==> src/rtl/strm_get_pkg.sv <==
package strm_get_pkg;

    typedef enum logic [1:0] {
        ST_IDLE,
        ST_WAIT,
        ST_RESP,
        ST_TRAP
    } get_state_t;

    // decoded modifiers and destination of one instruction
    typedef struct packed {
        logic       nb;   // non-blocking
        logic       ctl;  // expected control bit
        logic       tst;  // test-only, no strobe
        logic       atm;  // interrupts held off
        logic       exc;  // trap on control mismatch
        logic [4:0] dst;
    } get_op_t;

    localparam logic [5:0] OPC_GET      = 6'b010011;
    localparam logic [4:0] CAUSE_STREAM = 5'h01;
    localparam logic [4:0] CAUSE_PRIV   = 5'h07;
    localparam int         IDXW         = 4;

endpackage

==> src/rtl/strm_get_decode.sv <==
module strm_get_decode
    import strm_get_pkg::*;
(
    input  logic [31:0] instr,
    output logic        legal,
    output get_op_t     op
);
    // word numbered with bit 31 as the first (most significant) bit
    assign legal = (instr[31:26] == OPC_GET) &&
                   (instr[20:16] == 5'd0)    &&
                   (instr[10]    == 1'b0)    &&
                   (instr[4:0]   == 5'd0);

    always_comb begin
        op.dst = instr[25:21];
        op.nb  = instr[9];
        op.ctl = instr[8];
        op.tst = instr[7];
        op.atm = instr[6];
        op.exc = instr[5];
    end
endmodule

==> src/rtl/strm_link_sel.sv <==
module strm_link_sel #(
    parameter int NL = 16,
    parameter int W  = 32
) (
    input  logic [3:0]      idx_req,
    input  logic [4:0]      num_links,
    output logic [3:0]      idx_res,
    input  logic [3:0]      idx_cur,
    input  logic [NL*W-1:0] link_data,
    input  logic [NL-1:0]   link_valid,
    input  logic [NL-1:0]   link_ctrl,
    output logic [W-1:0]    sel_data,
    output logic            sel_valid,
    output logic            sel_ctrl
);
    localparam int         SW     = (NL > 1) ? $clog2(NL) : 1;
    localparam logic [4:0] NL_LIM = 5'(NL);

    logic [W-1:0] lane [NL];

    generate
        for (genvar g = 0; g < NL; g++) begin : g_lane
            assign lane[g] = link_data[g*W +: W];
        end
    endgenerate

    logic in_range;
    assign in_range = ({1'b0, idx_req} < num_links) && ({1'b0, idx_req} < NL_LIM);
    assign idx_res  = in_range ? idx_req : '0;

    assign sel_data  = lane[idx_cur[SW-1:0]];
    assign sel_valid = link_valid[idx_cur[SW-1:0]];
    assign sel_ctrl  = link_ctrl[idx_cur[SW-1:0]];
endmodule

==> src/rtl/strm_get_fsm.sv <==
module strm_get_fsm
    import strm_get_pkg::*;
(
    input  logic    clk,
    input  logic    rst_n,
    input  logic    start,
    input  logic    priv_fault,
    input  get_op_t op_q,
    input  logic    sel_valid,
    input  logic    exc_take_q,
    output logic    idle,
    output logic    finish,
    output logic    rd_fire,
    output logic    stall,
    output logic    done,
    output logic    wb_en,
    output logic    exc_raise,
    output logic    carry_wr,
    output logic    int_inhibit
);
    get_state_t state, nxt;

    assign idle   = (state == ST_IDLE);
    assign finish = (state == ST_WAIT) && (sel_valid || op_q.nb);

    always_ff @(posedge clk) begin
        if (!rst_n) state <= ST_IDLE;
        else        state <= nxt;
    end

    always_comb begin
        nxt = state;
        unique case (state)
            ST_IDLE: if (start)  nxt = priv_fault ? ST_TRAP : ST_WAIT;
            ST_WAIT: if (finish) nxt = ST_RESP;
            ST_RESP: nxt = ST_IDLE;
            ST_TRAP: nxt = ST_IDLE;
            default: nxt = ST_IDLE;
        endcase
    end

    always_comb begin
        rd_fire     = 1'b0;
        stall       = 1'b0;
        done        = 1'b0;
        wb_en       = 1'b0;
        exc_raise   = 1'b0;
        carry_wr    = 1'b0;
        int_inhibit = 1'b0;
        unique case (state)
            ST_IDLE: ;
            ST_WAIT: begin
                stall       = !finish;
                rd_fire     = sel_valid && !op_q.tst;
                int_inhibit = op_q.atm;
            end
            ST_RESP: begin
                done        = 1'b1;
                wb_en       = !exc_take_q;
                exc_raise   = exc_take_q;
                carry_wr    = op_q.nb;
                int_inhibit = op_q.atm;
            end
            ST_TRAP: begin
                done        = 1'b1;
                exc_raise   = 1'b1;
                int_inhibit = op_q.atm;
            end
            default: ;
        endcase
    end
endmodule

==> src/rtl/strm_get_result.sv <==
module strm_get_result
    import strm_get_pkg::*;
#(
    parameter int W = 32
) (
    input  logic         clk,
    input  logic         rst_n,
    input  logic         start,
    input  get_op_t      op_in,
    input  logic [3:0]   sel_in,
    input  logic         priv_in,
    input  logic         finish,
    input  logic [W-1:0] sel_data,
    input  logic         sel_valid,
    input  logic         sel_ctrl,
    output get_op_t      op_q,
    output logic [3:0]   sel_q,
    output logic [W-1:0] data_q,
    output logic         exc_take_q,
    output logic         carry_q,
    output logic         err_q,
    output logic [4:0]   cause_q,
    output logic [3:0]   link_q,
    output logic [W-1:0] edata_q
);
    logic mism;
    assign mism = sel_valid && (sel_ctrl != op_q.ctl);

    always_ff @(posedge clk) begin
        if (!rst_n) begin
            op_q       <= '0;
            sel_q      <= '0;
            data_q     <= '0;
            exc_take_q <= 1'b0;
            carry_q    <= 1'b0;
            err_q      <= 1'b0;
            cause_q    <= '0;
            link_q     <= '0;
            edata_q    <= '0;
        end else if (start) begin
            op_q  <= op_in;
            sel_q <= sel_in;
            if (priv_in) begin
                cause_q <= CAUSE_PRIV;
                link_q  <= '0;
            end
        end else if (finish) begin
            data_q     <= sel_data;
            exc_take_q <= mism && op_q.exc;
            if (mism)
                err_q <= 1'b1;
            if (op_q.nb)
                carry_q <= !sel_valid;
            if (mism && op_q.exc) begin
                cause_q <= CAUSE_STREAM;
                link_q  <= sel_q;
                edata_q <= sel_data;
            end
        end
    end
endmodule

==> src/rtl/strm_get_unit.sv <==
module strm_get_unit
    import strm_get_pkg::*;
#(
    parameter int NL = 16,
    parameter int W  = 32
) (
    input  logic            clk,
    input  logic            rst_n,
    input  logic            issue,
    input  logic [31:0]     instr,
    input  logic [31:0]     idx_val,
    input  logic [4:0]      num_links,
    input  logic [NL*W-1:0] link_data,
    input  logic [NL-1:0]   link_valid,
    input  logic [NL-1:0]   link_ctrl,
    input  logic            prot_en,
    input  logic            priv_ovr,
    input  logic            user_mode,
    output logic [NL-1:0]   link_rd,
    output logic            stall,
    output logic            int_inhibit,
    output logic            done,
    output logic            wb_en,
    output logic [4:0]      wb_dst,
    output logic [W-1:0]    wb_data,
    output logic            carry_wr,
    output logic            carry_out,
    output logic            strm_err,
    output logic            exc_raise,
    output logic [4:0]      exc_cause,
    output logic [3:0]      exc_link,
    output logic [W-1:0]    exc_data
);
    logic        legal, idle, start, priv_fault, finish, rd_fire;
    logic        sel_valid, sel_ctrl, exc_take_q;
    logic [3:0]  idx_res, sel_q;
    logic [W-1:0] sel_data;
    get_op_t     op_dec, op_q;

    assign start      = issue && legal && idle;
    assign priv_fault = prot_en && !priv_ovr && user_mode;

    strm_get_decode i_dec (
        .instr (instr),
        .legal (legal),
        .op    (op_dec)
    );

    strm_link_sel #(.NL(NL), .W(W)) i_sel (
        .idx_req    (idx_val[IDXW-1:0]),
        .num_links  (num_links),
        .idx_res    (idx_res),
        .idx_cur    (sel_q),
        .link_data  (link_data),
        .link_valid (link_valid),
        .link_ctrl  (link_ctrl),
        .sel_data   (sel_data),
        .sel_valid  (sel_valid),
        .sel_ctrl   (sel_ctrl)
    );

    strm_get_fsm i_fsm (
        .clk         (clk),
        .rst_n       (rst_n),
        .start       (start),
        .priv_fault  (priv_fault),
        .op_q        (op_q),
        .sel_valid   (sel_valid),
        .exc_take_q  (exc_take_q),
        .idle        (idle),
        .finish      (finish),
        .rd_fire     (rd_fire),
        .stall       (stall),
        .done        (done),
        .wb_en       (wb_en),
        .exc_raise   (exc_raise),
        .carry_wr    (carry_wr),
        .int_inhibit (int_inhibit)
    );

    strm_get_result #(.W(W)) i_res (
        .clk        (clk),
        .rst_n      (rst_n),
        .start      (start),
        .op_in      (op_dec),
        .sel_in     (idx_res),
        .priv_in    (priv_fault),
        .finish     (finish),
        .sel_data   (sel_data),
        .sel_valid  (sel_valid),
        .sel_ctrl   (sel_ctrl),
        .op_q       (op_q),
        .sel_q      (sel_q),
        .data_q     (wb_data),
        .exc_take_q (exc_take_q),
        .carry_q    (carry_out),
        .err_q      (strm_err),
        .cause_q    (exc_cause),
        .link_q     (exc_link),
        .edata_q    (exc_data)
    );

    assign wb_dst = op_q.dst;

    generate
        for (genvar g = 0; g < NL; g++) begin : g_strobe
            assign link_rd[g] = rd_fire && (sel_q == 4'(g));
        end
    endgenerate
endmodule

==> config.mk <==
export PLATFORM = sky130hd
export DESIGN_NAME = strm_get_unit
export DESIGN_NICKNAME = d
export VERILOG_FILES = /design/src/rtl/strm_get_pkg.sv /design/src/rtl/strm_get_decode.sv /design/src/rtl/strm_link_sel.sv /design/src/rtl/strm_get_fsm.sv /design/src/rtl/strm_get_result.sv /design/src/rtl/strm_get_unit.sv
export SDC_FILE = /design/constraint.sdc
export NUM_CORES = 1
export LEC_CHECK = 0
export CAP_MARGIN = 10
export CORE_AREA = 3 3 279 281
export DETAILED_ROUTE_END_ITERATION = 10
export DIE_AREA = 0 0 282 284
export GPL_TIMING_DRIVEN = 1
export PLACE_DENSITY = 0.46
export RECOVER_POWER = 50
export SYNTH_ARGS = -nofsm -noshare
export SYNTH_HDL_FRONTEND = slang
export SYNTH_SLANG_ARGS = --single-unit
==> constraint.sdc <==
create_clock -name clk -period 4.8 [get_ports clk]
set_input_delay 0.96 -clock clk [delete_from_list [all_inputs] [get_ports clk]]
set_output_delay 0.96 -clock clk [all_outputs]
set_load 0.01 [all_outputs]
# Yosys cells after proc, flatten, opt, wreduce, memory -nomap -nowiden
# Cells that the tools add are included.
[word_totals] regBits=92 inputBits=619 out_inout_bits=102 elab_cells=118
[op_classes] magnitude_cmp=3 eq_ne=23 muxes=27 n_bitwise=3 reduce_logical=47
[op_table] operator="32-bit binary-select mux with 4-bit select" n=1
[op_table] operator="32-bit 2-to-1 mux" n=2
[op_table] operator="4-bit equality test, second input constant" n=8
[op_table] operator="1-bit logical AND" n=27
[op_table] operator="4-bit 2-to-1 mux" n=5
[op_table] operator="5-bit 2-to-1 mux" n=4
[op_table] operator="4-bit by 3-bit equality test with 1-bit output, second input constant" n=4
[op_table] operator="3-bit AND reduction" n=4
[op_table] operator="5-bit logical NOT" n=2
[op_table] operator="1-bit binary-select mux with 4-bit select" n=2
[op_table] operator="4-bit by 2-bit equality test with 1-bit output, second input constant" n=2
[op_table] operator="1-bit 2-to-1 mux" n=8
[op_table] operator="6-bit by 5-bit equality test with 1-bit output, second input constant" n=1
[op_table] operator="2-bit 2-to-1 mux" n=3
[op_table] operator="2-bit one-hot mux with 3 select lines" n=1
[op_table] operator="5-bit greater-or-equal comparator, second input constant" n=1
[op_table] operator="1-bit logical NOT" n=5
[op_table] operator="4-bit by 5-bit < comparator with 1-bit output" n=1
[op_table] operator="4-bit by 5-bit < comparator with 1-bit output, second input constant" n=1
[op_table] operator="4-bit NOT with 5-bit output" n=1
[op_table] operator="2-bit equality test, second input constant" n=2
[op_table] operator="4-bit by 1-bit equality test with 1-bit output, second input constant" n=1
[op_table] operator="4-bit logical NOT" n=1
[op_table] operator="2-bit by 1-bit != test with 1-bit output, second input constant" n=2
[op_table] operator="other kinds (11)" n=14

# Depth between registers and ports, before layout
[depth] ltp_word=8 ltp_mapped=10 mapped_depth_nobuf=7

# By module
# From an unflattened synthesis, not the netlist that was laid out.
[hier_totals] hier_cells=754 hier_area_um2=7734.9
[by_module_without_submodules] mod="strm_link_sel" n_inst=1 cells_each=306 area_each_um2=4073.9 seq_area_each_um2=0.0
[by_module_without_submodules] mod="strm_get_result" n_inst=1 cells_each=386 area_each_um2=3249.4 seq_area_each_um2=1741.7
[by_module_without_submodules] mod="strm_get_fsm" n_inst=1 cells_each=20 area_each_um2=147.6 seq_area_each_um2=40.0
[by_module_without_submodules] mod="strm_get_decode" n_inst=1 cells_each=16 area_each_um2=132.6 seq_area_each_um2=0.0
[by_module_without_submodules] mod="strm_get_unit" n_inst=1 cells_each=26 area_each_um2=131.4 seq_area_each_um2=0.0

# Worst setup path before layout
# Ideal clock, no wire load.
[synth_timing] path_kind="input to output" from="input port link_valid[13]" to="output port link_rd[2]" t_arrival_ps=2335 required_time_ps=3840 setup_slack_ps=1505 cell_stages=6 n_path_buf=0 path_cell_list="mux4_2 -> nand3_1 -> nand4_1 -> nand2_1 -> or4b_1 -> nor3_1"
[synth_between] elab_chain_len=5
[synth_lines] item="from (decl)" line_no="strm_get_unit.sv:14" source="input logic [NL-1:0] link_valid,"
[synth_lines] item="1-bit binary-select mux with 4-bit select" line_no="strm_link_sel.sv:32" source="assign sel_valid = link_valid[idx_cur[SW-1:0]];"
[synth_lines] item="1-bit 2-to-1 mux (not written as such)" line_no="strm_link_sel.sv:32"
[synth_lines] item="1-bit logical AND" line_no="strm_get_fsm.sv:54" source="rd_fire = sel_valid && !op_q.tst;"
[synth_lines] item="1-bit 2-to-1 mux" line_no="strm_get_fsm.sv:50" source="unique case (state)"
[synth_lines] item="1-bit logical AND" line_no="strm_get_unit.sv:107" source="assign link_rd[g] = rd_fire && (sel_q == 4'(g));"
[synth_lines] item="to (decl)" line_no="strm_get_unit.sv:19" source="output logic [NL-1:0] link_rd,"
# No other way between the ends. The select of a mux whose other input is x is not followed.

# Final worst setup path
[layout_timing] from="input port link_valid[11]" to="output port link_rd[7]"
# Same word-level chain as after synthesis.

==> impl_metrics.toml <==
[global_routing]
grt_antenna_before_repair = 19
grt_pass1_wl_um = 69000
grt_usage_pct = 12.3
grtUsageMet3_pct = 4.38
grt_max_degree = 83
grt_pass1_vias = 9280
grt.met2_usage_pct = 20.9
globalRouteOverflowTotal = 0
use_met1_pct = 14.7
busiest_layer = "met2"

[finish]
syn2layout_area_growth_pct = 108
drive_gt1_share_pct = 15.9
fillers = 8234
final_util_pct = 20.8
nNetsFinal = 1886
multi_input_area_mm2 = 0.00541
seqCellArea_mm2 = 0.00180

[clocking]
clk_latency_ns = 0.38
cts_tree = "done"
cts_root_buf = "clkbuf_16"
clockBufferDepth = 2
cts.sink_count = 89
cts_buffers = 9
htreeDepth = 3
cts_resized = 0
cts.clk_slew.worst_paths_ns = 0.08
postCtsHoldBufs = 0
cts_setup_buffers = 0

[sta]
finalSetupViolations = 0
period_share_pct = 94.3
maxSlewViolCount = 18
holdWs_ns = 0.458
clock.fmax_ghz = 0.221
fin_crit_ns = 4.52
rsz0062_at_grt = "false"
relSlewSlack_pct = -7.38
skew_ns = 0.00688
worst_slack_ns = 0.276
finalHoldViolations = 0
tightest_slew_ns = 1.60
finalSetupTns_ns = 0

[run_status]
failed_checks = "max-capacitance violations, max-slew violations"
status = "finished, violations left"

[synthesis]
synth.distinct_cells = 40
synth.most_common_cell = "mux4_2"
ys_seq_elements = 89
yosysSeqAreaShare_pct = 23.5
synth.area.top_cells = "mux4_2, dfxtp_1, mux2i_1, nand2_1, nand3_1"
async_flop_share_pct = 0
syn_area_mm2 = 0.00759
avgSynthCellArea_um2 = 12.0
yosysWarnings = 0
ys.flop_type = "dfxtp_1"
synth_top_area_share_pct = 49.3
syn_inst = 630
synth_top_area_cell = "mux4_2"
synth_edf_count = 0
synthTopCellsByCount = "mux4_2, dfxtp_1, nand2_1"

[flow_run]
maxCapViolations = 1

[setup_path]
critPathMaxFanout = 4
critical_path.cell_chain = "dlygate4sd3_1, mux4_2, nand3b_1, nand4_1, clkbuf_1, and2_1, nand4b_1, nor2_1, clkdlybuf4s50_1"
cp_slowest_cell = "dlygate4sd3_1"
cpPeakStageDelay_ns = 0.55
cp.required_ns = 3.84
cp.arrival_ns = 3.56
worst_setup_path_end_kind = "primary output"
crit_type = "input port to primary output"
startpoint_type = "input port"

[routing]
viasPerCell = 3.74
firstDrtPassIters = 6
drt_iter0_markers = 338
drc = 0
drtAntennaViolNets = 0
wl_per_cell_um = 22.9
vias = 8404
routed_wl_um = 51500

[pwr]
p_leak_nw = 5.45
ir_worst_vdd_v = 0.000174
p_per_area_mw_per_mm2 = 138
total_power_mw = 2.17

[floorplanning]
die_area_mm2 = 0.0801
row_count = 101
coreArea_mm2 = 0.0757
die_w_um = 282
start_util_pct = 10.0
ios = 721
fp.dieH_um = 284

[placed_design]
dp_slack_ns = 0.280
dpl.hpwl_um = 43500
io_buffers = 685
place.gp.congestion = 0.851

[min_path]
hp-class = "register to register"
[metal layers]
layer,wire length [um],up-vias
li1,-,3790
met1,20800,4130
met2,24900,429
met3,4710,45
met4,1060,10
met5,68,-
[path summary, 6_finish.rpt]
check / depth (start not counted) / slack (ns) / endpoint / start
worst max register to register: 8 / 1.20 / i_res.data_q[30] / i_res.sel_q[0]
worst max-delay path: 9 / 0.28 / link_rd[7] / link_valid[11]
worst min register to register: 2 / 0.46 / i_res.edata_q[26] / i_res.edata_q[26]
worst min-delay path: 2 / 0.46 / i_res.edata_q[26] / i_res.edata_q[26]
[critical path, delay by kind of cell]
| kind | cells | cell delay, ns |
|---|---|---|
| AND/OR/NAND/NOR | 5 | 0.88 |
| buffers and inverters | 3 | 1.23 |
| multiplexers | 1 | 0.48 |
[state kept, by name (all words and copies together) (netlist names)]
register / flops
i_res.carry_q: 1
i_res.op_q: 10
i_res.exc_take_q: 1
i_fsm.state: 2
i_res.data_q: 32
i_res.edata_q: 32
i_res.sel_q: 4
i_res.err_q: 1
i_res.link_q: 4
i_res.cause_q: 2
[cells in the final DEF (no fill, tap or decap), drive strengths merged, types with 2 or more instances in the layout]
master	n
mux4	166
o21a	2
a21o	2
nor3	5
buf	15
a21oi	15
nor2b	2
nor4b	2
o211ai	5
nand3	38
diode	3
nand3b	3
nor2	16
clkinv	4
mux2i	45
o21ai	37
nand2	89
nand2b	4
inv	12
clkdlybuf4s50	600
dlygate4sd3	84
and2	2
or4	2
nor3b	2
ha	3
or4b	2
dfxtp	89
conb	2
clkbuf	10
[logic make-up (layout without fill, tap and decap cells)]
kind of cell | count (synthesis) | in the layout | share of synthesized area, %
simple gates | 173 | 173 | 10.5
fa+ha+maj | 3 | 3 | 0.495
buf+inv | 88 | 726 | 5.51
compound gates | 64 | 64 | 4.63
mux | 211 | 211 | 55.2
xor+xnor | 1 | 1 | 0.115
flops | 89 | 89 | 23.5
other cells | 1 | 5 | 0.0494
[power breakdown]
part           switching (mW)  internal (mW)  leakage [nW]
logic                   0.161          0.515          4.59
registers          0.00000166          0.735         0.720
clock network           0.395          0.367         0.143
[cell type report]
cell class	instances	share of cell area, %
Antenna cell	3	0.0476
Clock buffer	9	1.43
Clock inverter	7	0.460
Inverter	10	0.238
Multi-Input combinational cell	454	34.3
Sequential cell	89	11.4
Tap cell	978	7.75
Timing Repair Buffer	700	44.4
[metrics by stage]
step / instance area (um^2) / cells
floorplan: 7590 / 631
global placement: 15500 / 2231
detailed placement: 15500 / 2231
CTS: 15800 / 2247
global route: 15800 / 2248
finish: 15800 / 2250
Note: power is estimated with default switching activity, not from simulation.
